`src/rtl/snp_pkg.sv`:
```
`timescale 1ns/1ps
package snp_pkg;

    localparam int unsigned LINE_ADDR_W    = 28;
    localparam int unsigned SET_IDX_W      = 4;
    localparam int unsigned BEATS_PER_LINE = 4;
    localparam int unsigned WORD_BITS      = 32;

    typedef enum logic [1:0] {
        LS_INVALID = 2'd0,
        LS_WTHRU   = 2'd1,
        LS_CLEAN   = 2'd2,
        LS_DIRTY   = 2'd3
    } line_state_e;

    typedef struct packed {
        logic        hit;
        line_state_e state;
    } lookup_t;

    typedef enum logic [1:0] {
        ACT_NONE    = 2'd0,
        ACT_DROP    = 2'd1,
        ACT_WB_KEEP = 2'd2,
        ACT_WB_DROP = 2'd3
    } snoop_act_e;

    typedef enum logic {
        PH_IDLE = 1'b0,
        PH_WB   = 1'b1
    } ctl_phase_e;

    function automatic snoop_act_e pick_action(input lookup_t res, input logic inv);
        if (!res.hit) begin
            return ACT_NONE;
        end
        if (res.state == LS_DIRTY) begin
            return inv ? ACT_WB_DROP : ACT_WB_KEEP;
        end
        return inv ? ACT_DROP : ACT_NONE;
    endfunction

    function automatic logic needs_writeback(input snoop_act_e act);
        return (act == ACT_WB_KEEP) || (act == ACT_WB_DROP);
    endfunction

    function automatic line_state_e after_writeback(input logic inv);
        return inv ? LS_INVALID : LS_CLEAN;
    endfunction

endpackage

```
`src/rtl/snp_tag_array.sv`:
```
`timescale 1ns/1ps
module snp_tag_array
    import snp_pkg::*;
#(
    parameter int unsigned LINE_AW   = LINE_ADDR_W,
    parameter int unsigned SET_W     = SET_IDX_W,
    parameter int unsigned LINE_BITS = BEATS_PER_LINE * WORD_BITS
) (
    input  logic                 clk,
    input  logic                 rst,
    input  logic [LINE_AW-1:0]   look_line,
    output lookup_t              look_res,
    output logic [LINE_BITS-1:0] look_data,
    input  logic                 fill_en,
    input  logic [LINE_AW-1:0]   fill_line,
    input  line_state_e          fill_state,
    input  logic [LINE_BITS-1:0] fill_data,
    input  logic                 upd_en,
    input  logic [SET_W-1:0]     upd_set,
    input  line_state_e          upd_state
);
    localparam int unsigned SETS  = 1 << SET_W;
    localparam int unsigned TAG_W = LINE_AW - SET_W;

    logic [TAG_W-1:0]     tag_q [SETS];
    line_state_e          st_q  [SETS];
    logic [LINE_BITS-1:0] dat_q [SETS];

    logic [SET_W-1:0] fill_set;
    logic [TAG_W-1:0] fill_tag;
    logic [SET_W-1:0] look_set;
    logic [TAG_W-1:0] look_tag;

    assign fill_set = fill_line[SET_W-1:0];
    assign fill_tag = fill_line[LINE_AW-1:SET_W];
    assign look_set = look_line[SET_W-1:0];
    assign look_tag = look_line[LINE_AW-1:SET_W];

    // State and tag: a snoop update wins over a fill to the same set.
    always_ff @(posedge clk) begin
        for (int s = 0; s < int'(SETS); s++) begin
            if (rst) begin
                st_q[s]  <= LS_INVALID;
                tag_q[s] <= '0;
            end else if (upd_en && (upd_set == SET_W'(s))) begin
                st_q[s] <= upd_state;
            end else if (fill_en && (fill_set == SET_W'(s))) begin
                st_q[s]  <= fill_state;
                tag_q[s] <= fill_tag;
            end
        end
    end

    // Line contents are written only by fills.
    always_ff @(posedge clk) begin
        for (int s = 0; s < int'(SETS); s++) begin
            if (fill_en && (fill_set == SET_W'(s))) begin
                dat_q[s] <= fill_data;
            end
        end
    end

    always_comb begin
        look_res.hit   = (st_q[look_set] != LS_INVALID) && (tag_q[look_set] == look_tag);
        look_res.state = look_res.hit ? st_q[look_set] : LS_INVALID;
        look_data      = dat_q[look_set];
    end

endmodule

```
`src/rtl/snp_wb_burst.sv`:
```
`timescale 1ns/1ps
module snp_wb_burst
    import snp_pkg::*;
#(
    parameter int unsigned LINE_AW = LINE_ADDR_W,
    parameter int unsigned BEATS   = BEATS_PER_LINE,
    parameter int unsigned WORD_W  = WORD_BITS
) (
    input  logic                                    clk,
    input  logic                                    rst,
    input  logic                                    start,
    input  logic [LINE_AW-1:0]                      start_line,
    input  logic [BEATS*WORD_W-1:0]                 start_data,
    input  logic                                    bus_ready,
    output logic                                    active,
    output logic                                    ads,
    output logic [LINE_AW+$clog2(BEATS)+$clog2(WORD_W/8)-1:0] addr,
    output logic [WORD_W-1:0]                       wdata,
    output logic                                    last_beat
);
    localparam int unsigned BEAT_W    = $clog2(BEATS);
    localparam int unsigned BYTE_W    = $clog2(WORD_W / 8);
    localparam int unsigned LINE_BITS = BEATS * WORD_W;

    logic                 active_q;
    logic                 ads_q;
    logic [BEAT_W-1:0]    beat_q;
    logic [LINE_AW-1:0]   line_q;
    logic [LINE_BITS-1:0] data_q;
    logic [WORD_W-1:0]    words [BEATS];

    for (genvar g = 0; g < int'(BEATS); g++) begin : g_word
        assign words[g] = data_q[g*WORD_W +: WORD_W];
    end

    assign last_beat = active_q && bus_ready && (beat_q == BEAT_W'(BEATS - 1));

    always_ff @(posedge clk) begin
        if (rst) begin
            active_q <= 1'b0;
            ads_q    <= 1'b0;
            beat_q   <= '0;
            line_q   <= '0;
            data_q   <= '0;
        end else if (start && !active_q) begin
            active_q <= 1'b1;
            ads_q    <= 1'b1;
            beat_q   <= '0;
            line_q   <= start_line;
            data_q   <= start_data;
        end else if (active_q) begin
            ads_q <= 1'b0;
            if (bus_ready) begin
                if (last_beat) begin
                    active_q <= 1'b0;
                    beat_q   <= '0;
                end else begin
                    beat_q <= beat_q + 1'b1;
                end
            end
        end
    end

    assign active = active_q;
    assign ads    = ads_q;
    assign addr   = active_q ? {line_q, beat_q, BYTE_W'(0)} : '0;
    assign wdata  = active_q ? words[beat_q] : '0;

endmodule

```
`src/rtl/snp_ctrl.sv`:
```
`timescale 1ns/1ps
module snp_ctrl
    import snp_pkg::*;
#(
    parameter int unsigned SET_W = SET_IDX_W
) (
    input  logic             clk,
    input  logic             rst,
    input  logic             snp_strobe,
    input  logic             snp_inv,
    input  logic [SET_W-1:0] snp_set,
    input  lookup_t          look_res,
    input  logic             burst_last,
    output logic             burst_start,
    output logic             upd_en,
    output logic [SET_W-1:0] upd_set,
    output line_state_e      upd_state,
    output logic             rsp_valid,
    output logic             rsp_hit,
    output line_state_e      rsp_state,
    output logic             hit_mod
);
    ctl_phase_e       phase_q;
    logic             inv_q;
    logic [SET_W-1:0] set_q;
    logic             rsp_valid_q;
    lookup_t          rsp_q;
    logic             accept;
    snoop_act_e       act;

    assign accept = snp_strobe && (phase_q == PH_IDLE);

    always_comb begin
        act         = pick_action(look_res, snp_inv);
        burst_start = accept && needs_writeback(act);
        upd_en      = 1'b0;
        upd_set     = snp_set;
        upd_state   = LS_INVALID;
        if ((phase_q == PH_WB) && burst_last) begin
            upd_en    = 1'b1;
            upd_set   = set_q;
            upd_state = after_writeback(inv_q);
        end else if (accept && (act == ACT_DROP)) begin
            upd_en    = 1'b1;
            upd_set   = snp_set;
            upd_state = LS_INVALID;
        end
    end

    always_ff @(posedge clk) begin
        if (rst) begin
            phase_q     <= PH_IDLE;
            inv_q       <= 1'b0;
            set_q       <= '0;
            rsp_valid_q <= 1'b0;
            rsp_q       <= '{hit: 1'b0, state: LS_INVALID};
        end else begin
            rsp_valid_q <= accept;
            if (accept) begin
                rsp_q <= look_res;
            end
            unique case (phase_q)
                PH_IDLE: if (burst_start) begin
                    phase_q <= PH_WB;
                    inv_q   <= snp_inv;
                    set_q   <= snp_set;
                end
                PH_WB: if (burst_last) begin
                    phase_q <= PH_IDLE;
                end
                default: phase_q <= PH_IDLE;
            endcase
        end
    end

    assign rsp_valid = rsp_valid_q;
    assign rsp_hit   = rsp_q.hit;
    assign rsp_state = rsp_q.state;
    assign hit_mod   = (phase_q == PH_WB);

endmodule

```
`src/rtl/snoop_resp_ctrl.sv`:
```
`timescale 1ns/1ps
module snoop_resp_ctrl
    import snp_pkg::*;
#(
    parameter int unsigned LINE_AW = LINE_ADDR_W,
    parameter int unsigned SET_W   = SET_IDX_W,
    parameter int unsigned BEATS   = BEATS_PER_LINE,
    parameter int unsigned WORD_W  = WORD_BITS
) (
    input  logic                      clk,
    input  logic                      rst,
    input  logic                      snp_strobe,
    input  logic                      snp_inv,
    input  logic [LINE_AW-1:0]        snp_line,
    input  logic                      fill_en,
    input  logic [LINE_AW-1:0]        fill_line,
    input  logic [1:0]                fill_state,
    input  logic [BEATS*WORD_W-1:0]   fill_data,
    input  logic                      bus_ready,
    output logic                      rsp_valid,
    output logic                      rsp_hit,
    output logic [1:0]                rsp_state,
    output logic                      hit_mod,
    output logic                      busy,
    output logic                      bus_ads,
    output logic                      bus_cache,
    output logic [LINE_AW+$clog2(BEATS)+$clog2(WORD_W/8)-1:0] bus_addr,
    output logic [WORD_W-1:0]         bus_wdata
);
    localparam int unsigned LINE_BITS = BEATS * WORD_W;

    lookup_t              look_res;
    logic [LINE_BITS-1:0] look_data;
    logic                 upd_en;
    logic [SET_W-1:0]     upd_set;
    line_state_e          upd_state;
    logic                 burst_start;
    logic                 burst_last;
    logic                 burst_active;
    logic                 burst_ads;
    line_state_e          rsp_state_e;

    snp_tag_array #(
        .LINE_AW  (LINE_AW),
        .SET_W    (SET_W),
        .LINE_BITS(LINE_BITS)
    ) u_array (
        .clk       (clk),
        .rst       (rst),
        .look_line (snp_line),
        .look_res  (look_res),
        .look_data (look_data),
        .fill_en   (fill_en),
        .fill_line (fill_line),
        .fill_state(line_state_e'(fill_state)),
        .fill_data (fill_data),
        .upd_en    (upd_en),
        .upd_set   (upd_set),
        .upd_state (upd_state)
    );

    snp_ctrl #(
        .SET_W(SET_W)
    ) u_ctrl (
        .clk        (clk),
        .rst        (rst),
        .snp_strobe (snp_strobe),
        .snp_inv    (snp_inv),
        .snp_set    (snp_line[SET_W-1:0]),
        .look_res   (look_res),
        .burst_last (burst_last),
        .burst_start(burst_start),
        .upd_en     (upd_en),
        .upd_set    (upd_set),
        .upd_state  (upd_state),
        .rsp_valid  (rsp_valid),
        .rsp_hit    (rsp_hit),
        .rsp_state  (rsp_state_e),
        .hit_mod    (hit_mod)
    );

    snp_wb_burst #(
        .LINE_AW(LINE_AW),
        .BEATS  (BEATS),
        .WORD_W (WORD_W)
    ) u_burst (
        .clk       (clk),
        .rst       (rst),
        .start     (burst_start),
        .start_line(snp_line),
        .start_data(look_data),
        .bus_ready (bus_ready),
        .active    (burst_active),
        .ads       (burst_ads),
        .addr      (bus_addr),
        .wdata     (bus_wdata),
        .last_beat (burst_last)
    );

    assign rsp_state = rsp_state_e;
    assign busy      = burst_active;
    assign bus_ads   = burst_ads;
    assign bus_cache = burst_ads;

endmodule

```
`config.mk`:
```
export PLATFORM = sky130hd
export DESIGN_NAME = snoop_resp_ctrl
export DESIGN_NICKNAME = d
export VERILOG_FILES = /design/src/rtl/snp_pkg.sv /design/src/rtl/snp_tag_array.sv /design/src/rtl/snp_wb_burst.sv /design/src/rtl/snp_ctrl.sv /design/src/rtl/snoop_resp_ctrl.sv
export SDC_FILE = /design/constraint.sdc
export NUM_CORES = 2
export LEC_CHECK = 0
export BUFFER_PORTS_ARGS = -buffer_cell sky130_fd_sc_hd__buf_2
export CORE_MARGIN = 3
export CORE_UTILIZATION = 45
export DETAILED_ROUTE_END_ITERATION = 12
export GPL_TIMING_DRIVEN = 0
export SKIP_CTS_REPAIR_TIMING = 1
export SLEW_MARGIN = 30
export SYNTH_ARGS = -nofsm -noshare
export SYNTH_HDL_FRONTEND = slang
export SYNTH_HIERARCHICAL = 1
export SYNTH_SLANG_ARGS = --single-unit
```
`constraint.sdc`:
```
create_clock -name clk -period 13.8 [get_ports clk]
set_input_delay 2.76 -clock clk [delete_from_list [all_inputs] [get_ports clk]]
set_output_delay 2.76 -clock clk [all_outputs]
set_load 0.02 [all_outputs]
```
==> impl_metrics.py <==
metrics = {
    "global_routing": {
        "grt_pass1_wl_um": 431000,
        "grt_pass1_vias": 55533,
        "antenna_found_initial": 74,
        "grt_max_degree": 50,
        "grt_use_total_pct": 26.1,
        "overflow": 0,
    },
    "logic_synthesis": {
        "synthesis.area_um2": 104000,
        "synth_area_per_cell_um2": 20.3,
        "synth_flop_cell": "edfxtp_1",
        "async_reset_ff_share_pct": 0,
        "synth_cell_types": 57,
        "synthCells": 5115,
        "synth_seq_cells": 2634,
        "yosys_warnings": 6,
        "ys_seq_area_share_pct": 74.6,
        "synth-edff-count": 2464,
    },
    "timing": {
        "totalNegativeSetupSlack_ns": 0,
        "timing.final.crit_share_pct": 69.2,
        "finClkSkew_ns": 0.0497,
        "worst-slew-pin-transition_ns": 1.08,
        "hold_viol_final": 0,
        "setup_viol": 0,
        "relSlewSlack_pct": 28.1,
        "max_freq_ghz": 0.105,
        "finalMaxSlewViolations": 0,
        "post-route-min-period_ns": 9.55,
        "rsz0062_at_grt": "false",
    },
    "placement": {
        "portBuffers": 259,
        "place_congestion": 0.889,
        "placed_cells": 8608,
        "dpl.hpwl_um": 209000,
    },
    "routing": {
        "ant_nets": 0,
        "wl_per_cell_um": 33.8,
        "drc": 0,
        "drt_iter0_drc": 7356,
        "dr.pass1.iters": 5,
        "met3WireLength_um": 30500,
        "num_vias": 55831,
        "wl_met1_um": 122000,
        "wirelength_um": 309000,
        "viasPerCell": 6.11,
        "top_layer": "met5",
        "met2_length_um": 145000,
    },
    "setup_path": {
        "cp.required_ns": 14.45,
        "crit_arrival_ns": 10.21,
        "cp_slowest_stage_delay_ns": 0.87,
        "reg2regPathDepth": 16,
        "path_depth": 21,
        "crit_family": "buffers and inverters",
        "critPathLaunchType": "input port",
        "critPathBufInv": 10,
        "cp_cell_sequence": "buf_2 > buf_6 > buf_12 > buf_6 > buf_2 > buf_2 > buf_2 > a211oi_1 > a21oi_1 > xnor2_1 > nand4_1 > nor4_1 > nand3b_4 > o21ai_0 > or3b_2 > nor3_1 > inv_1 > and3_1 > clkbuf_1 > clkbuf_1 > and2_1",
        "cp_common_cell": "buf_2",
        "cp_slowest_cell": "nor4_1",
        "path_class": "in -> reg",
        "cp_max_fo": 10,
        "crit_path_end_kind": "register",
    },
    "pwr": {
        "ir_drop_v": 0.000111,
        "power_density_nw_per_um2": 141,
        "leakagePower_uw": 0.0400,
    },
    "floorplanning": {
        "start_util_pct": 45.4,
        "rows": 175,
        "die_h_um": 486,
        "die_width_um": 486,
        "io_pins": 264,
        "core_region_area_um2": 228000,
        "die-area_um2": 236000,
    },
    "clock_tree": {
        "htreeDepth": 5,
        "cts_tree": "yes",
        "cts_buffers": 292,
        "clockBufferDepth": 4,
        "cts_sinks": 2634,
        "insertion_delay_ns": 0.94,
        "root_buffer": "clkbuf_16",
        "clkTransAtPathRegs_ns": 0.06,
    },
    "final_layout": {
        "multiInputGateArea_um2": 25200,
        "nFillCells": 17505,
        "fin_cells": 9136,
        "nNetsFinal": 6087,
        "layout-drive-gt1-share_pct": 29.8,
        "regArea_um2": 77400,
        "area_growth_pct": 18.6,
    },
    "run": {
        "maxCapViolCount": 0,
    },
    "outcome": {
        "status": "completed",
    },
    "min_path": {
        "hold_depth": 2,
        "hp-class": "reg -> reg",
    },
}
-- layer usage --
metal / vias to the layer above / global-route usage, %
li1: 22392 / -
met1: 29823 / 36.6
met2: 2993 / 40.7
met3: 589 / 5.95
met4: 34 / 8.67
met5: - / 0.225
-- per-stage QoR --
stage,utilization (%),hold WS (ns),worst slack (ns),total power (uW),cell area [um^2]
2_1_floorplan,-,0.432,0.0300,9680,104000
4_1_cts,53.8,0.453,4.46,17500,123000
5_1_grt,53.8,0.471,4.06,17900,123000
3_3_place_gp,47.7,0.437,-15.29,10100,109000
6_report,53.9,0.453,4.25,17400,123000
3_5_place_dp,49.9,0.446,3.52,10200,114000
-- report_power, final --
part,internal [uW],switching (uW),total [uW]
registers,8930,46.2,8970
logic,420,641,1060
clock network,4330,3030,7370
-- area by class of cell --
type | instances | area share (%)
clock buffers | 391 | 6.48
well taps | 3009 | 3.06
multi-input cells | 2143 | 20.4
inverters | 9 | 0.0458
plain buffers | 330 | 1.31
flip-flops and latches | 2634 | 62.9
diodes | 27 | 0.0549
clock inverters | 109 | 0.763
repair buffers | 484 | 4.94
-- worst min-delay path: stages, from the launching register on --
cell and delay [ns]:
dfxtp_1 0.31, nand2_1 0.05, a21oi_1 0.05
-- synth_stat cells, drive strengths merged, types with 3 or more instances --
cell	n	area [um^2]
nand2	337	1260
a2111oi	3	32.5
or3	20	125
nand3	7	35.0
and2	417	2610
and2b	3	22.5
o21ai	11	55.1
clkbuf	146	548
mux2	7	78.8
mux4	713	16100
nor2	39	165
a22o	37	324
edfxtp	2464	74000
mux2i	156	1560
a221oi	6	65.1
a211oi	18	135
xnor2	15	131
inv	9	33.8
and3	3	18.8
nand4	4	25.0
xor2	11	96.3
o22ai	32	200
nand2b	18	113
nand3b	6	57.6
buf	184	1020
a21o	3	22.5
nor3	19	95.1
a21oi	178	891
nor2b	20	125
o31ai	13	97.6
dfxtp	170	3400
o2111ai	3	26.3
a22oi	21	158
nor4	7	43.8
-- registers in the layout, indices dropped and copies added (netlist names), 2 cells and up --
signal,count
u_array/dat_q,2048
u_array/tag_q,384
u_burst/data_q,128
u_array/st_q,32
u_burst/line_q,28
u_ctrl/set_q,4
u_burst/beat_q,2
u_ctrl/rsp_state,2
-- path summary, 6_finish.rpt --
path / start / endpoint / slack [ns]
min reg2reg: u_burst/data_q[21] / u_burst/data_q[21] / 0.45
min: u_burst/data_q[21] / u_burst/data_q[21] / 0.45
max reg2reg: u_array/tag_q[13][10] / u_array/tag_q[0][14] / 7.20
max: snp_line[0] / u_array/tag_q[0][14] / 4.25
-- placed cells by master, fill, tap and decap left out, drive strengths merged, types with 37 or more instances in the layout --
cell type / instances
edfxtp: 2464
mux4: 713
buf: 667
clkbuf: 538
and2: 417
nand2: 337
a21oi: 178
dfxtp: 170
mux2i: 156
clkinv: 84
nor2: 39
a22o: 37
-- cell families after synthesis --
kind of cell | synth area share, %
XOR/XNOR | 0.219
AND/OR/NAND/NOR | 4.55
flip-flops | 74.6
multiplexers | 17.1
other | 0.00724
buffers and inverters | 1.54
adder cells (fa/ha/maj) | 0.0121
AO/OA/AOI/OAI | 2.01
Note: power is estimated with default switching activity, not from simulation.
